**config.mk**
```make
export PLATFORM = sky130hd
export DESIGN_NAME = bos_code_detector
export DESIGN_NICKNAME = d
export VERILOG_FILES = /design/src/rtl/bos_det_pkg.sv /design/src/rtl/bos_det_shift.sv /design/src/rtl/bos_det_track.sv /design/src/rtl/bos_det_report.sv /design/src/rtl/bos_code_detector.sv
export SDC_FILE = /design/constraint.sdc
export NUM_CORES = 1
export LEC_CHECK = 0
export ABC_AREA = 1
export BUFFER_PORTS_ARGS = -buffer_cell sky130_fd_sc_hd__clkbuf_2
export CAP_MARGIN = 20
export CELL_PAD_IN_SITES_DETAIL_PLACEMENT = 1
export CELL_PAD_IN_SITES_GLOBAL_PLACEMENT = 2
export CORE_ASPECT_RATIO = 0.7
export CORE_MARGIN = 1.5
export CORE_UTILIZATION = 29
export DETAILED_ROUTE_END_ITERATION = 8
export PLACE_DENSITY = 0.87
export SETUP_SLACK_MARGIN = 0.15
export SYNTH_ARGS = -nofsm -noshare
export SYNTH_HDL_FRONTEND = slang
export SYNTH_SLANG_ARGS = --single-unit
export TNS_END_PERCENT = 20
```
**constraint.sdc**
```tcl
create_clock -name clk -period 1.8 [get_ports clk]
set_input_delay 0 -clock clk [delete_from_list [all_inputs] [get_ports clk]]
set_output_delay 0 -clock clk [all_outputs]
set_load 0.1 [all_outputs]
```
**src/rtl/bos_det_pkg.sv**
```systemverilog
package bos_det_pkg;

   typedef enum logic {
      RUN_IDLE  = 1'b0,
      RUN_TRACK = 1'b1
   } run_state_e;

endpackage

```
**src/rtl/bos_det_shift.sv**
```systemverilog
module bos_det_shift #(
   parameter int BYTE_W = 8
) (
   input  logic              clk,
   input  logic              rst_n,
   input  logic              bit_in,
   input  logic              bit_en,
   output logic              hit,
   output logic [BYTE_W-1:0] code
);
   localparam int WIN_W = 2 * BYTE_W;

   logic [WIN_W-1:0] win_q;
   logic [WIN_W-1:0] win_d;

   assign win_d = {bit_in, win_q[WIN_W-1:1]};

   always_ff @(posedge clk) begin
      if (!rst_n) begin
         win_q <= '0;
      end else if (bit_en) begin
         win_q <= win_d;
      end
   end

   assign code = win_d[WIN_W-1:BYTE_W];
   assign hit  = bit_en && (&win_d[BYTE_W-1:0])
                 && !win_d[BYTE_W] && !win_d[WIN_W-1];
endmodule

```
**src/rtl/bos_det_track.sv**
```systemverilog
module bos_det_track
   import bos_det_pkg::*;
#(
   parameter int BYTE_W = 8,
   parameter int CNT_W  = 8
) (
   input  logic              clk,
   input  logic              rst_n,
   input  logic              bit_en,
   input  logic              hit,
   input  logic [BYTE_W-1:0] code,
   input  logic [CNT_W-1:0]  thresh,
   output logic              start,
   output logic              report
);
   localparam int SLOT_LEN = 2 * BYTE_W;
   localparam int SLOT_W   = $clog2(SLOT_LEN);
   localparam logic [SLOT_W-1:0] SLOT_LAST = SLOT_W'(SLOT_LEN - 1);
   localparam logic [CNT_W-1:0]  CNT_MAX   = '1;
   localparam logic [CNT_W-1:0]  CNT_ONE   = CNT_W'(1);

   run_state_e        st_q;
   logic [SLOT_W-1:0] pos_q;
   logic [CNT_W-1:0]  cnt_q;
   logic [BYTE_W-1:0] last_q;
   logic              done_q;

   logic [CNT_W-1:0]  thr_eff;
   logic [CNT_W-1:0]  cnt_inc;
   logic              slot_end;
   logic              again;
   logic              lose;

   always_comb begin
      thr_eff  = (thresh == '0) ? CNT_ONE : thresh;
      cnt_inc  = (cnt_q == CNT_MAX) ? cnt_q : cnt_q + CNT_ONE;
      slot_end = bit_en && (st_q == RUN_TRACK) && (pos_q == SLOT_LAST);
      again    = slot_end && hit && (code == last_q);
      lose     = slot_end && !hit;
      start    = hit && ((st_q == RUN_IDLE) || (slot_end && (code != last_q)));
      report   = (start && (thr_eff == CNT_ONE))
                 || (again && !done_q && (cnt_inc == thr_eff));
   end

   always_ff @(posedge clk) begin
      if (!rst_n) begin
         st_q   <= RUN_IDLE;
         pos_q  <= '0;
         cnt_q  <= '0;
         last_q <= '0;
         done_q <= 1'b0;
      end else if (bit_en) begin
         if (start) begin
            st_q   <= RUN_TRACK;
            pos_q  <= '0;
            cnt_q  <= CNT_ONE;
            last_q <= code;
            done_q <= report;
         end else if (again) begin
            pos_q  <= '0;
            cnt_q  <= cnt_inc;
            done_q <= done_q | report;
         end else if (lose) begin
            st_q   <= RUN_IDLE;
            pos_q  <= '0;
            cnt_q  <= '0;
            done_q <= 1'b0;
         end else if (st_q == RUN_TRACK) begin
            pos_q  <= pos_q + SLOT_W'(1);
         end
      end
   end
endmodule

```
**src/rtl/bos_det_report.sv**
```systemverilog
module bos_det_report #(
   parameter int BYTE_W      = 8,
   parameter int LEN_W       = 8,
   parameter bit DISCARD_DUP = 1'b0
) (
   input  logic              clk,
   input  logic              rst_n,
   input  logic              start,
   input  logic              report,
   input  logic [BYTE_W-1:0] code,
   output logic [BYTE_W-1:0] code_out,
   output logic              msg_type,
   output logic [LEN_W-1:0]  rx_len,
   output logic              sot,
   output logic              eot
);
   localparam logic [LEN_W-1:0] LEN_ONE = LEN_W'(1);

   logic allow;

   generate
      if (DISCARD_DUP) begin : g_discard
         assign allow = !((rx_len == LEN_ONE) && (code == code_out));
      end else begin : g_keep
         assign allow = 1'b1;
      end
   endgenerate

   always_ff @(posedge clk) begin
      if (!rst_n) begin
         code_out <= '0;
         msg_type <= 1'b1;
         rx_len   <= '0;
         sot      <= 1'b0;
         eot      <= 1'b0;
      end else begin
         sot <= start;
         eot <= report && allow;
         if (start) begin
            msg_type <= 1'b0;
         end
         if (report && allow) begin
            code_out <= code;
            rx_len   <= LEN_ONE;
         end
      end
   end
endmodule

```
**src/rtl/bos_code_detector.sv**
```systemverilog
module bos_code_detector #(
   parameter int BYTE_W      = 8,
   parameter int CNT_W       = 8,
   parameter int LEN_W       = 8,
   parameter bit DISCARD_DUP = 1'b0
) (
   input  logic              clk,
   input  logic              rst_n,
   input  logic              rx_bit,
   input  logic              rx_bit_en,
   input  logic [CNT_W-1:0]  rep_thresh,
   output logic [BYTE_W-1:0] code_out,
   output logic              msg_type,
   output logic [LEN_W-1:0]  rx_len,
   output logic              sot,
   output logic              eot
);
   generate
      if (BYTE_W < 3) begin : g_bad_byte
         $error("BYTE_W must be at least 3");
      end
      if (CNT_W < 1) begin : g_bad_cnt
         $error("CNT_W must be at least 1");
      end
      if (LEN_W < 1) begin : g_bad_len
         $error("LEN_W must be at least 1");
      end
   endgenerate

   logic              hit;
   logic [BYTE_W-1:0] win_code;
   logic              start;
   logic              report;

   bos_det_shift #(.BYTE_W(BYTE_W)) u_shift (
      .clk    (clk),
      .rst_n  (rst_n),
      .bit_in (rx_bit),
      .bit_en (rx_bit_en),
      .hit    (hit),
      .code   (win_code)
   );

   bos_det_track #(.BYTE_W(BYTE_W), .CNT_W(CNT_W)) u_track (
      .clk    (clk),
      .rst_n  (rst_n),
      .bit_en (rx_bit_en),
      .hit    (hit),
      .code   (win_code),
      .thresh (rep_thresh),
      .start  (start),
      .report (report)
   );

   bos_det_report #(.BYTE_W(BYTE_W), .LEN_W(LEN_W), .DISCARD_DUP(DISCARD_DUP)) u_report (
      .clk      (clk),
      .rst_n    (rst_n),
      .start    (start),
      .report   (report),
      .code     (win_code),
      .code_out (code_out),
      .msg_type (msg_type),
      .rx_len   (rx_len),
      .sot      (sot),
      .eot      (eot)
   );
endmodule

```
Yosys cells after proc, flatten, opt, wreduce, memory -nomap -nowiden:

Index checks and enable logic that the tools add are counted.

* flip-flop bits (word level): 50
* input port bits: 12
* word-level logic and storage cells: 64

* add/sub/neg operators: 2
* equal/unequal tests: 7
* mux-type cells: 14
* bitwise logic cells: 2
* reduce and logical (&&, ||, !) cells: 28

Operators with widths (number)
* $mux W8: 5
* $eq A8 B8 Y1: 2
* $mux W4: 4
* $logic_and A1 B1 Y1: 13
* $add A8 B1 Y8 const B: 1
* $eq A8 B1 Y1 const B: 1
* $eq A8 B8 Y1 const B: 1
* $logic_not A8 Y1: 1
* $ne A8 B8 Y1: 1
* $reduce_and A8 Y1: 1
* $reduce_and A2 Y1: 3
* $mux W1: 5
* $add A4 B1 Y4 const B: 1
* $eq A4 B4 Y1 const B: 1
* $logic_not A1 Y1: 4
* $reduce_bool A4 Y1: 1
* $reduce_and A3 Y1: 1
* $reduce_bool A3 Y1: 1
* $logic_or A1 B1 Y1: 2
* $ne A2 B1 Y1 const B: 1
* $reduce_bool A2 Y1: 1
* $not A1 Y1: 1
* $or A1 B1 Y1: 1

Depth between registers and ports, before layout:

Gate-level depths: netlist (run 1).

* depth after elaboration: 12
* gate-level depth with buffers: 16

Cells and area by module:

Synthesis (run 1) repeated with hierarchy kept, for this count alone.

* cell total of the unflattened synthesis: 376
* area total of the unflattened synthesis: 2562.5 um^2

By module, submodules not included
* bos_det_track: instances 1, cells an instance 226, area an instance 1433.9 um^2
* bos_det_shift: instances 1, cells an instance 79, area an instance 610.6 um^2
* bos_det_report: instances 1, cells an instance 71, area an instance 518.0 um^2

Least setup slack after synthesis (run 1):

Ideal clock, no wire load.

* path type: register to register
* start: register u_track.cnt_q[0]
* end: register u_report.code_out[0]
* setup time: 0.128 ns
* arrival time: 1.772 ns
* setup slack: -0.099 ns
* cell stages (with the launch flop): 16
* clock period less this slack: 1.899 ns
* cells stage by stage: dfxtp_1 > ha_1 > nand2_4 > nor2_8 > nand2_4 > buf_6 > nand2_2 > nand2_1 > nand2_2 > nand3_2 > nor2_2 > nand3_4 > nand2_4 > inv_2 > nand2_1 > nor2_1

* longest elaborated chain between the ends: 5
* elaborated cells on any way between the ends: 6
* classes of those cells: 1 x add/sub; 2 x eq/ne; 1 x mux; 2 x reduce/logical

Ends and longest elaborated chain
* from (decl): line bos_det_track.sv:24 `logic [CNT_W-1:0] cnt_q;`
* from (signal assigned): line bos_det_track.sv:61 `cnt_q <= cnt_inc;`
* $add A8 B1 Y8 / $eq A8 B8 Y1 (equally long branches): line bos_det_track.sv:36 `cnt_inc = (cnt_q == CNT_MAX) ? cnt_q : cnt_q + CNT_ONE;`
* $mux W8 *: line bos_det_track.sv:36
* $eq A8 B8 Y1 *: line bos_det_track.sv:42 `|| (again && !done_q && (cnt_inc == thr_eff));`
* $logic_and A1 B1 Y1 *: line bos_det_track.sv:42
* $logic_or A1 B1 Y1 *: line bos_det_track.sv:42
* to (signal assigned): line bos_det_report.sv:43 `code_out <= code;`
* to (decl): line bos_det_report.sv:11 `output logic [BYTE_W-1:0] code_out,`

Every way passes the cells marked *; elsewhere a longest branch is shown, timed or not.
A chain may end at the register's enable or synchronous reset.

Final worst setup path (run 1):

* start: register u_track.cnt_q[1]
* end: register u_report.code_out[1]

Same word-level chain as after synthesis.

==> run summary, run 1 <==
share of flip-flops with an asynchronous set or reset -> 0%
max-slew violations -> 0
Worst path max stage delay -> 370 ps
fillers -> 1077
FF/Latch Area -> 994.7 sq um
Static Leakage -> 0.001460 uW
die width -> 115.0 um
Final min period -> 1942 ps
post-route cell area -> 3443 sq um
Power, Total -> 2460 uW
status -> finished, violations left
FF-to-FF Start -> u_track.cnt_q[1]$_SDFFE_PN0P_
worst hold path depth -> 3
Worst Path Required -> 2030 ps
Placed Cells incl. Taps -> 540
Worst setup EP type -> flip-flop
post-synthesis register bit count -> 49
Crit path max-delay family -> simple AND/OR/NAND/NOR gates
vias per inst -> 4.588
Inserted Clock Buffers -> 5
nets -> 449
WL/cell -> 14.37 um
antenna violations before repair -> 0
largest net degree at the start of global routing -> 22
peak supply drop -> 0.3404 mV
Worst Hold End -> u_track.pos_q[2]$_SDFFE_PN0P_
WS Path Type -> flip-flop to flip-flop
failing checks -> setup timing
worst skew pair latency -> 300 ps
final std cells w/o fill -> 556
met3 Use GR -> 5.373%
initial core utilization -> 30.03%
die area -> 9360 sq um
total of max-cap violations -> 0
CTS sink cnt -> 49
Tot GR Track Use -> 17.97%
hold_ws -> 40.04 ps
area leader, netlist -> dfxtp_1
Post-synth EDFFs -> 0
Yosys top cell area share -> 38.53%
worst slew pin tran -> 553.0 ps
area of the multi-input gates -> 1514 sq um
CP bufs+invs -> 2
met1 GRT Util -> 23.98%
R2R Path End -> u_report.code_out[1]$_SDFFE_PN0P_
TritonCTS clock tree -> done
Setup Viol. Count Final -> 11
cell count after synthesis -> 368
Startpoint Class -> flip-flop
most numerous cell in the Yosys netlist -> nand2_1
WL final -> 7.988 mm
Top FF cell, synth -> dfxtp_1
Worst Path Max Fanout -> 6
Yosys cell types -> 34
Rows -> 28
Post-DRT Antenna Nets -> 0
Ports -> 31
ant diodes -> 0
Slew HR -> 63.29%
hold_buf cts -> 0
Clock Pin Slew Worst Setup and Hold Paths -> 70 ps
Detailed Route Iter0 Violations -> 114
Overflow after GRT -> 0
CP Cell Sequence -> ha_4 -> nand2_4 -> nor2_8 -> nand3b_1 -> buf_4 -> nand3_2 -> nand2_2 -> nand2_2 -> nor2_4 -> nand3_4 -> buf_4 -> nand3_2 -> a21oi_2
reg2reg path depth -> 13
Reg2Reg Setup Slack -> -140 ps
Worst Hold Class -> primary input to flip-flop
post-route clock period utilization -> 107.9%
Fmax -> 0.5150 GHz
top cells by area in the synthesized netlist -> dfxtp_1, nand2_1, nor2_1
routed vias -> 2551
drt drc -> 0
Max clock buf depth -> 2
first-pass GRT wire length -> 12.61 mm
Hold Path Origin -> rx_bit_en
grt met2 use -> 28.21%
syn avg cell area -> 6.919 sq um
Ys Warns -> 0
highest-delay cell along the critical path -> dfxtp_4
Clock Skews -> 9.448 ps
core footprint -> 8478 sq um
H-Tree Depth -> 2
Pwr Density -> 714.4 nW/um^2
Most Crowded Layer GR -> met2
IO buf count -> 23
RSZ-0062 raised after global routing -> yes
Synth Cell Area -> 2546 sq um
die height -> 81.40 um
HPWL Detailed -> 5.792 mm
number of global-route vias before repair -> 2572
crit path DAT -> 2170 ps
Root Driver -> clkbuf_16
synth cell count leaders -> nand2_1, dfxtp_1, nor2_1
Placed Area -> 3068 sq um
Syn-to-layout area delta -> 35.23%
RePlAce Congestion -> 0.8324
Fin. Hold Viols -> 0
Final WS setup -> -141.9 ps
layout cells sized above 1 -> 31.19%
post-synthesis sequential area ratio -> 38.53%
drt pass-1 iters -> 4
-- metrics by stage --
stage	setup TNS (ps)	utilization, %	setup WS [ps]
5_1_grt	-2858	40.61	-265.1
2_1_floorplan	0	-	34.45
6_report	-809.6	40.61	-141.9
4_1_cts	-287.1	39.61	-66.75
3_3_place_gp	-753.1	36.19	-94.59
3_5_place_dp	-1599	36.19	-178.1
-- report_power, final --
group	internal, uW	leakage, uW	total, uW	switching (uW)
clock	666	0.0000848	1120	450
sequential	1100	0.000402	1120	17.3
combinational	58.7	0.000973	224	166
total	1830	0.00146	2460	633
-- timing repair --
item	in CTS	in global routing
gates resized for setup	19	22
endpoints found under the setup margin	18	31
pin swaps	7	8
hold endpoints to repair	0	0
buffers inserted	6	2
-- logic make-up (layout without fill, tap and decap cells) --
group / Yosys count / after routing / synth area share [%]
and+or+nand+nor: 198 / 198 / 36.12
AOI/OAI and AO/OA: 59 / 59 / 12.53
buffers and inverters: 51 / 113 / 8.944
DFF: 49 / 49 / 38.53
xor gates and xnor gates: 8 / 8 / 2.752
adders and majority gates: 2 / 2 / 0.9826
other: 1 / 7 / 0.1473
-- worst register-to-register path, stage by stage, from the launching register on --
cell and delay [ps]:
dfxtp_4 370, ha_4 150, nand2_4 70, nor2_8 180
nand3b_1 170, buf_4 180, nand3_2 70, nand2_2 70
nand2_2 90, nor2_4 40, nand3_4 110, buf_4 140
nand3_2 70, a21oi_2 170
-- per-layer routing --
layer	wire length (um)	vias up
li1	-	1316
met5	0	-
met2	3554	34
met4	97	0
met3	289	7
met1	4045	1194
-- final cells by class --
class	instances	area share (%)
Clock buffer	5	3.634
Clock inverter	3	1.381
Tap cell	120	4.360
Sequential cell	49	28.89
Inverter	35	3.815
Multi-Input combinational cell	274	43.97
Timing Repair Buffer	70	13.95
-- flip-flops by register name, summed over array words and instances (netlist names) --
signal             count
u_report.eot           1
u_report.rx_len        1
u_report.code_out      8
u_shift.win_q         15
u_track.last_q         8
u_track.done_q         1
u_track.pos_q          4
u_track.cnt_q          8
u_track.st_q           1
u_report.sot           1
u_report.msg_type      1
-- cells in the final DEF, fill, tap and decap left out, drive strengths merged, types with 6 or more instances in the layout --
master / count
xnor2: 8
clkbuf: 28
dfxtp: 49
a211oi: 6
o21ai: 19
nand4: 6
a21oi: 32
nand3: 34
conb: 7
nor2: 50
nand2: 97
inv: 35
buf: 47
-- worst max path at each step --
stage | from | end | slack [ps] | cells after the start
after detailed placement | u_track.cnt_q[1]$_SDFFE_PN0P_ | u_report.code_out[1]$_SDFFE_PN0P_ | -180 | 13
after CTS | u_track.cnt_q[0]$_SDFFE_PN0P_ | u_report.code_out[1]$_SDFFE_PN0P_ | -70 | 13
after global routing | u_track.cnt_q[1]$_SDFFE_PN0P_ | u_report.code_out[1]$_SDFFE_PN0P_ | -270 | 13
after floorplan | u_track.cnt_q[1]$_SDFFE_PN0P_ | u_report.code_out[0]$_SDFFE_PN0P_ | 30 | 15
after global placement | u_track.cnt_q[1]$_SDFFE_PN0P_ | u_report.code_out[7]$_SDFFE_PN0P_ | -90 | 14
final | u_track.cnt_q[1]$_SDFFE_PN0P_ | u_report.code_out[1]$_SDFFE_PN0P_ | -140 | 13
No activity file was read; power rests on OpenSTA's default activity.
==> run 2, diff against run 1 <==
CORE_UTILIZATION = 30   (was 29)
CTS_BUF_LIST = sky130_fd_sc_hd__clkbuf_4 sky130_fd_sc_hd__clkbuf_8   (was not set)
PLACE_DENSITY = 0.89   (was 0.87)
RECOVER_POWER = 25   (was not set)
==> run summary, run 2 (synthesis results as in run 1) <==
Post-DRT Antenna Nets -> 0
highest-delay cell along the critical path -> dfxtp_4
Seq pwr share -> 52.2%
core footprint -> 8040 sq um
fillers -> 1025
Syn-to-layout area delta -> 31.89%
max reg flops -> 15
status -> finished, violations left
Detailed Route Iter0 Violations -> 85
die area -> 9058 sq um
number of global-route vias before repair -> 2546
routed vias -> 2558
Ports -> 31
Rows -> 27
Crit. Startpoint -> u_track.cnt_q[1]$_SDFFE_PN0P_
Final Util -> 41.77%
DP Worst Slack -> -158.2 ps
die height -> 80.08 um
Clk pwr share -> 37.7%
HPWL Detailed -> 5.788 mm
ant diodes -> 0
CTS sink cnt -> 49
Crit path top cell by count -> nand2_2
die width -> 113.1 um
Worst Path Required -> 2010 ps
worst skew pair latency -> 310 ps
RSZ-0062 raised after global routing -> yes
Worst Hold Class -> primary input to flip-flop
first-pass GRT wire length -> 12.79 mm
initial core utilization -> 31.67%
Final min period -> 1891 ps
Slew HR -> 63.65%
largest net degree at the start of global routing -> 20
FF/Latch Area -> 1005 sq um
Final WS setup -> -90.89 ps
WL/cell -> 14.74 um
reg2reg path depth -> 13
drt pass-1 iters -> 4
Worst setup EP type -> flip-flop
Fin. Hold Viols -> 0
Fmax -> 0.5289 GHz
crit path DAT -> 2100 ps
WL final -> 7.829 mm
Placed Area -> 2964 sq um
most frequent cells in the layout -> nand2_1, nor2_1, dfxtp_1
WS Path Type -> flip-flop to flip-flop
most common cell after layout, fill and taps aside -> nand2_1
Static Leakage -> 0.001418 uW
Worst path max stage delay -> 370 ps
failing checks -> setup timing
Clock Skews -> 8.814 ps
layout cells sized above 1 -> 30.70%
combinational share of power -> 10.1%
Inserted Clock Buffers -> 5
RePlAce Congestion -> 0.8606
vias per inst -> 4.817
post-route clock period utilization -> 105.0%
Switch Pwr -> 582.4 uW
peak supply drop -> 0.2908 mV
Overflow after GRT -> 0
TritonCTS clock tree -> done
worst slew pin tran -> 547.6 ps
nets -> 444
Internal Power -> 1569 uW
max-slew violations -> 0
post-route cell area -> 3358 sq um
Max clock buf depth -> 2
Reg2Reg Setup Slack -> -90 ps
Root Driver -> clkbuf_8
R2R Path End -> u_report.code_out[4]$_SDFFE_PN0P_
Tot GR Track Use -> 18.17%
CP Cell Sequence -> ha_4 -> nand2_4 -> nor2_8 -> nand2_4 -> nand2_2 -> nand2_2 -> nand2_2 -> nand3_2 -> nor2_4 -> nand3_4 -> buf_4 -> nand3_1 -> a21oi_1
Startpoint Class -> flip-flop
area of the multi-input gates -> 1549 sq um
Pwr Density -> 640.6 nW/um^2
crit path to -> u_report.code_out[4]$_SDFFE_PN0P_
Most flops, register -> u_shift.win_q
FF-to-FF Start -> u_track.cnt_q[1]$_SDFFE_PN0P_
Setup Viol. Count Final -> 11
H-Tree Depth -> 2
IO buf count -> 23
drt drc -> 0
Clock Pin Slew Worst Setup and Hold Paths -> 100 ps
Power, Total -> 2151 uW
hold_ws -> 44.64 ps
Worst Path Max Fanout -> 7
antenna violations before repair -> 0
total of max-cap violations -> 0
switch share -> 27.07%
==> run 2: layout make-up <==
cell class                 instances  area share [%]
inverter                          35           4.136
clock inverter                     2           1.155
sequential                        49           29.92
clock buffer                       5           2.049
tap                              101           3.763
multi-input combinational        275           46.13
timing repair buffer              64           12.85
==> run 2: worst min path at each step <==
stage	depth (start not counted)	start	end	slack, ps
detailed placement	3	rx_bit_en	u_shift.win_q[1]$_SDFFE_PN0P_	340
floorplan	2	rx_bit_en	u_shift.win_q[1]$_SDFFE_PN0P_	160
finish	3	rx_bit_en	u_track.pos_q[2]$_SDFFE_PN0P_	40
CTS	3	rx_bit_en	u_track.pos_q[2]$_SDFFE_PN0P_	8
global route	3	rx_bit_en	u_track.pos_q[2]$_SDFFE_PN0P_	50
global placement	3	rx_bit_en	u_track.pos_q[2]$_SDFFE_PN0P_	340
==> run 2: power groups by stage <==
stage	registers, uW	clock network [uW]	logic (uW)
4_1_cts	1120	841	217
3_5_place_dp	1150	0	207
3_3_place_gp	1150	0	203
6_report	1120	811	218
5_1_grt	1130	878	240
2_1_floorplan	1140	0	167
==> run 2: what timing repair did <==
item	CTS	global route
pin swaps	21	9
gates resized for setup	35	24
setup buffers	8	2
setup endpoints to repair	28	33
endpoints found under the hold margin	1	0
hold buffers	1	0
cloned	1	0
==> run 2: metal layers <==
layer | part of all wire [%] | routed length (um) | up-vias | GRT usage [%]
met5 | 0 | 0 | - | 0
met4 | 0.95 | 74 | 0 | 4.250
met3 | 4.0 | 312 | 8 | 3.849
met2 | 42 | 3325 | 39 | 27.58
met1 | 53 | 4117 | 1213 | 26.25
li1 | - | - | 1298 | -
==> run 2: metrics by stage <==
step           instances  setup TNS [ps]
2_1_floorplan        374               0
3_3_place_gp         512          -503.1
3_5_place_dp         512           -1613
4_1_cts              529          -290.7
5_1_grt              531           -1858
6_report             531          -491.0
==> run 2: worst max-delay path: cells and delay by family, from the launching register on <==
family	cells	cell delay (ps)
simple gates	10	1010
flops	1	370
buf+inv	1	180
fa+ha+maj	1	140
compound gates	1	70
==> run 3, diff against run 2 <==
CELL_PAD_IN_SITES_DETAIL_PLACEMENT = 0   (was 1)
CORE_MARGIN = 8   (was 1.5)
==> run summary, run 3 (synthesis results as in run 1) <==
drt pass-1 iters -> 4
Worst setup EP type -> flip-flop
Pwr Density -> 611.2 nW/um^2
initial core utilization -> 30.54%
WL final -> 6.977 mm
hold_ws -> 27.97 ps
post-route cell area -> 3448 sq um
most frequent cells in the layout -> nand2_1, nor2_1, buf_4
largest net degree at the start of global routing -> 22
Worst Hold Class -> primary input to flip-flop
Inserted Clock Buffers -> 5
Worst Path Required -> 2000 ps
CTS sink cnt -> 49
Post-DRT Antenna Nets -> 0
most common cell after layout, fill and taps aside -> nand2_1
Slew HR -> 63.38%
Fin. Hold Viols -> 0
Placed Area -> 3012 sq um
Static Leakage -> 0.001446 uW
peak supply drop -> 0.3442 mV
vias per inst -> 4.498
Detailed Route Iter0 Violations -> 115
die area -> 11740 sq um
Startpoint Class -> flip-flop
Most flops, register -> u_shift.win_q
first-pass GRT wire length -> 11.31 mm
max reg flops -> 15
worst skew pair latency -> 300 ps
Final min period -> 1876 ps
die width -> 126.1 um
HPWL Detailed -> 5.150 mm
IO buf count -> 23
Worst Path Max Fanout -> 7
Root Driver -> clkbuf_8
WL/cell -> 12.92 um
status -> finished, violations left
worst slew pin tran -> 551.6 ps
post-route clock period utilization -> 104.2%
RePlAce Congestion -> 0.8463
H-Tree Depth -> 2
layout cells sized above 1 -> 33.79%
Max clock buf depth -> 2
die height -> 93.08 um
antenna violations before repair -> 0
failing checks -> setup timing
Clock Pin Slew Worst Setup and Hold Paths -> 90 ps
Overflow after GRT -> 0
core footprint -> 8338 sq um
Fmax -> 0.5331 GHz
Ports -> 31
routed vias -> 2429
Tot GR Track Use -> 11.83%
drt drc -> 0
TritonCTS clock tree -> done
crit path DAT -> 2080 ps
Syn-to-layout area delta -> 35.43%
Final WS setup -> -75.94 ps
nets -> 449
Clock Skews -> 5.429 ps
number of global-route vias before repair -> 2267
ant diodes -> 0
total of max-cap violations -> 0
WS Path Type -> flip-flop to flip-flop
RSZ-0062 raised after global routing -> yes
Setup Viol. Count Final -> 9
max-slew violations -> 0
Rows -> 28
run 3: cell count changes in the layout (fill, tap and decap cells not counted), sizes merged:
cell	delta
buf	+8
dlygate4sd3	-1
clkbuf	-2
run 3: cell type report:
type                       count  area, sq um
inverter                      35        133.9
timing repair buffer          69        509.2
clock inverter                 2        35.03
fill                         870         4890
tap                          105        131.4
sequential                    49         1001
multi-input combinational    275         1569
clock buffer                   5        68.82
run 3: through the flow:
stage	setup TNS [ps]	util (%)	std cells	total power, uW	worst slack, ps
final	-543.1	41.36	540	2108	-75.94
after global routing	-2033	41.36	540	2200	-210.1
after CTS	-129.2	39.05	533	2123	-30.61
after detailed placement	-1142	36.12	520	1351	-140.7
after global placement	-699.4	36.12	520	1350	-89.11
after floorplan	0	-	374	1307	34.45
run 3: worst paths after layout:
kind / from / to / slack (ps) / cells after the start
worst min-delay path: rx_bit_en / u_shift.win_q[9]$_SDFFE_PN0P_ / 30 / 2
worst max-delay path: u_track.cnt_q[1]$_SDFFE_PN0P_ / u_report.code_out[2]$_SDFFE_PN0P_ / -80 / 14
worst min register to register: u_report.code_out[7]$_SDFFE_PN0P_ / u_report.code_out[7]$_SDFFE_PN0P_ / 440 / 2
worst max register to register: u_track.cnt_q[1]$_SDFFE_PN0P_ / u_report.code_out[2]$_SDFFE_PN0P_ / -80 / 14
run 3: repair_timing:
action,in CTS,in global routing
gates resized for setup,26,36
hold buffers,0,0
endpoints found under the setup margin,20,33
gates cloned,0,1
pin swaps,9,11
buffers inserted,6,6
run 3: power breakdown:
| group | internal [uW] | switching, uW |
|---|---|---|
| registers | 1100 | 18.7 |
| clock network | 404 | 363 |
| logic | 59.2 | 160 |
run 3: metal layers:
| layer | part of all wire (%) | up-vias | GRT usage (%) |
|---|---|---|---|
| met1 | 56 | 1079 | 17.21 |
| met2 | 40 | 33 | 17.08 |
| met5 | 0 | - | 0 |
| met3 | 3.3 | 4 | 2.727 |
| li1 | - | 1313 | - |
| met4 | 0.85 | 0 | 2.991 |
run 3: worst max-delay path: stages, from the launching register on:
cell and delay, ps:
dfxtp_4 370, ha_4 160, nand2_4 80, nor2_8 140, buf_12 140, nand2_8 70, nand2_4 80, nand3_2 70
nand2_2 80, nand2_2 70, nor2_4 120, nand3_4 100, buf_4 160, nand3_1 70, a21oi_2 60
